### config.mk
export PLATFORM = sky130hd
export DESIGN_NAME = dma_swreq_unit
export DESIGN_NICKNAME = d
export VERILOG_FILES = /design/src/rtl/dma_swreq_unit.sv
export SDC_FILE = /design/constraint.sdc
export NUM_CORES = 1
export LEC_CHECK = 0
export CAP_MARGIN = 20
export CORE_MARGIN = 4
export CORE_UTILIZATION = 50
export DETAILED_ROUTE_END_ITERATION = 6
export DONT_BUFFER_PORTS = 1
export PLACE_DENSITY = 0.73
export SLEW_MARGIN = 10
export SYNTH_ARGS = -nofsm -noshare
export SYNTH_HDL_FRONTEND = slang
export SYNTH_SLANG_ARGS = --single-unit
### constraint.sdc
create_clock -name clk -period 1.3 [get_ports clk]
set_input_delay 0.13 -clock clk [delete_from_list [all_inputs] [get_ports clk]]
set_output_delay 0.13 -clock clk [all_outputs]
set_load 0.01 [all_outputs]
### src/rtl/dma_swreq_unit.sv
module dma_swreq_unit #(
  parameter int NCH = 8,
  parameter int DW  = 32
) (
  input  logic            clk,
  input  logic            rst_n,
  input  logic            wr_en,
  input  logic [1:0]      wr_addr,
  input  logic [DW-1:0]   wr_data,
  input  logic [1:0]      rd_addr,
  output logic [DW-1:0]   rd_data,
  input  logic [2*NCH-1:0] hw_chunk_req_i,
  input  logic [2*NCH-1:0] hw_single_req_i,
  input  logic [2*NCH-1:0] chunk_done_i,
  input  logic [2*NCH-1:0] single_done_i,
  input  logic [2*NCH-1:0] periph_fc_i,
  output logic [2*NCH-1:0] chunk_req_o,
  output logic [2*NCH-1:0] single_req_o,
  output logic [2*NCH-1:0] last_o
);
  localparam int RW = 2 * NCH;

  logic [RW-1:0] chk_q, sgl_q, sel_q, lst_q;
  logic [RW-1:0] wbits;

  assign wbits = wr_data[RW-1:0];

  wire wr_chk = wr_en && (wr_addr == 2'd0);
  wire wr_sgl = wr_en && (wr_addr == 2'd1);
  wire wr_sel = wr_en && (wr_addr == 2'd2);
  wire wr_lst = wr_en && (wr_addr == 2'd3);

  wire [RW-1:0] chk_set = wr_chk ? (wbits & ~sel_q) : '0;
  wire [RW-1:0] sgl_set = wr_sgl ? (wbits & ~sel_q) : '0;

  always_ff @(posedge clk or negedge rst_n) begin
    if (!rst_n) begin
      chk_q <= '0;
      sgl_q <= '0;
      sel_q <= '0;
      lst_q <= '0;
    end else begin
      chk_q <= (chk_q | chk_set) & ~chunk_done_i;
      sgl_q <= (sgl_q | sgl_set) & ~single_done_i;
      if (wr_sel) sel_q <= wbits;
      if (wr_lst) lst_q <= wbits;
    end
  end

  assign chunk_req_o  = (chk_q & ~sel_q) | (hw_chunk_req_i & sel_q);
  assign single_req_o = (sgl_q & ~sel_q) | (hw_single_req_i & sel_q);
  assign last_o       = lst_q & periph_fc_i;

  always_comb begin
    rd_data = '0;
    case (rd_addr)
      2'd0: rd_data[RW-1:0] = chk_q;
      2'd1: rd_data[RW-1:0] = sgl_q;
      2'd2: rd_data[RW-1:0] = sel_q;
      default: rd_data[RW-1:0] = lst_q;
    endcase
  end
endmodule

==> metrics.txt <==
Layout Area Growth over Synthesis=32.2%; initial detailed-routing violation count=84; Max Clk Rate=0.707 GHz; count of unresolved DRC violations after routing=0; worst ir drop on vdd=0.722 mV; leading post-synthesis cells by cell area=dfrtp_1, mux2_2, mux4_2; number of vias per cell=5.67; Final Total Pwr=5.62 mW; number of pins with negative max-slew slack in the final report=0; ys async rst share=100%; maxcap violations=0; horizontal extent of the die=92.7 µm; Unique masters post-synth=18; min cycle time layout=1.42 ns; power density normalized to cell area=1190 nW/µm²; setup repair after global routing missed its margin=yes; static leakage=1.98 nW; global placer's final weighted congestion=0.782; required time at the worst-slack endpoint=1.17 ns; clock tree from TritonCTS=done; clock transition time at the flip-flop clock pins of the worst setup and hold paths=0.07 ns; post-route setup slack=-0.115 ns; most frequent standard cell in the layout excluding fill and tap cells=dfrtp_1; highest-delay cell along the critical path=mux4_2; average detailed-routed wire length per instance=20.2 µm; fraction of final layout cells sized beyond drive strength 1=44.6%; final worst hold slack=-0.514 ns; Mapped Cells=318; Seq cells post-synth=64; depth of the CTS H-tree=3; initial standard-cell utilization of the core=52.2%; number of ports placed on the die boundary=199; DR pass1 iterations=4; worst-case headroom to the max-slew limit=65.6%; type of the setup path with the least slack=reg -> out; Final Routed Wirelength=10,400 µm; yosys synthesis warning count=0; CP bufs+invs=0; worst skew pair latency=0.33 ns; overall routing resource usage=23.6%; post-detailed-route count of antenna-violating nets=0; most frequent cells in the layout=dfrtp_1, dlygate4sd3_1, buf_4, inv_1, mux2_2; Least-Margin Pin Slew=0.515 ns; die area=8580 µm²; post-synthesis instance area=3580 µm²; complex-gate fraction of the synthesized area=11.8%; family with the most delay on the worst path=multiplexers; synthesized-area fraction occupied by xor and xnor cells=0%; Worst Reg2Reg Path Length in Cells=3; slowest cell delay on critical path=0.53 ns; total stage count of the critical path=1; antenna violations before repair=0; result of the run=finished, violations left; clock skew after layout=0.00598 ns; half-perimeter wire length after detailed placement=6300 µm; hold buffer count at cts=48; area share of the largest cell type after synthesis=44.7%; antenna cell count=0; clock sink count=64; net total in the final layout=533; number of placement rows=30; Crit path arrival time=1.29 ns; Max FO, Critical Path=4; mux contribution to synthesized area=20.1%; Port Buf Inserts=0; per-instance average area after synthesis=11.3 µm²; type of element capturing the critical path=output port; failing checks=hold timing, setup timing; via total after detailed routing=2,920; startpoint kind of the worst setup timing path=register; share of the clock period used by the worst path after layout=109%; clock buffer count from CTS=9; EDFF count, synth=0; final global-route overflow total=0; sum of negative setup slack=-1.27 ns; number of endpoints failing setup at the final stage=16; prevailing post-synth register cell=dfrtp_1; proportion of synthesized chip area in sequential cells=44.7%; via count of the first global-routing pass=3,049; adder-cell share of the synthesized area=0%; main combinational cell family by area after synthesis=multiplexers; post-synthesis share of cell area spent on and, or, nand and nor gates=15.0%; root buffer cell=clkbuf_8; path class of the lowest-slack min-delay path=in -> async; largest net degree at the start of global routing=65; first-pass GRT wire length=15,600 µm; cell chain of the critical path=mux4_2; Max Root-Sink Buffers=2; die height=92.7 µm; Std-Cell Core Area=6870 µm²; total count of hold-check failures in the final report=64; cell type contributing the most total cell area after synthesis=dfrtp_1
==> cells by family (layout without fill, tap and decap cells) <==
kind of cell | after synthesis | after routing
compound gates | 64 | 64
mux | 48 | 48
simple gates | 84 | 84
other cells | 1 | 16
buf+inv | 57 | 143
flops | 64 | 64
==> registers in the layout (all words and copies together), names as in the netlist <==
name,flops
chk_q,16
lst_q,16
sgl_q,16
sel_q,16
==> where the power goes <==
| group | switching (mW) | leakage [nW] | internal, mW | total, mW |
|---|---|---|---|---|
| sequential | 0.153 | 0.811 | 2.22 | 2.38 |
| clock | 0.762 | 0.0985 | 0.868 | 1.63 |
| combinational | 0.748 | 1.08 | 0.868 | 1.62 |
| total | 1.66 | 1.98 | 3.96 | 5.62 |
==> Yosys cell counts, types with 6 or more instances <==
cell	instances
dfrtp_1	64
and2_1	16
o21ai_0	32
buf_4	18
buf_2	6
mux4_2	16
or3b_2	32
o22ai_2	10
nand2_1	32
inv_1	32
mux2_2	32
o22ai_1	22
==> stage by stage <==
step	area [µm²]	setup slack, ns	cells	utilization [%]
after floorplan	3640	0.0724	333	-
after global placement	3630	0.190	410	52.8
after detailed placement	3630	0.163	410	52.8
after CTS	4590	-0.126	509	66.9
after global routing	4740	-0.152	515	68.9
final	4740	-0.115	515	68.9
==> area by class of cell <==
cell class | count | area (µm²)
repair buffers | 95 | 848
well taps | 96 | 120
clock inverters | 7 | 62.6
flip-flops and latches | 64 | 1610
clock buffers | 9 | 124
multi-input cells | 212 | 1850
fillers | 518 | 2130
inverters | 32 | 120
==> worst paths after layout <==
kind	startpoint	slack (ns)	endpoint
max	sel_q[7]	-0.12	rd_data[7]
min in group clk	wr_data[11]	0.06	sgl_q[11]
min reg2reg	lst_q[9]	0.55	lst_q[9]
max reg2reg	sel_q[10]	0.03	sgl_q[10]
max in group asynchronous	rst_n	1.70	sel_q[2]
min	rst_n	-0.51	chk_q[12]
==> metal layers <==
layer,share of wire (%),GRT usage [%],up-vias
met5,0,0,-
met1,37,27.3,1457
met2,54,42.6,149
met3,8.7,6.09,10
met4,1.1,7.45,0
li1,-,-,1304
==> timing repair <==
item / CTS / global route
buffers inserted: 35 / 6
hold endpoints to repair: 128 / 64
resized for setup: 45 / 24
setup endpoints to repair: 22 / 37
pin swaps: 0 / 3
No activity file was read; power rests on OpenSTA's default activity.
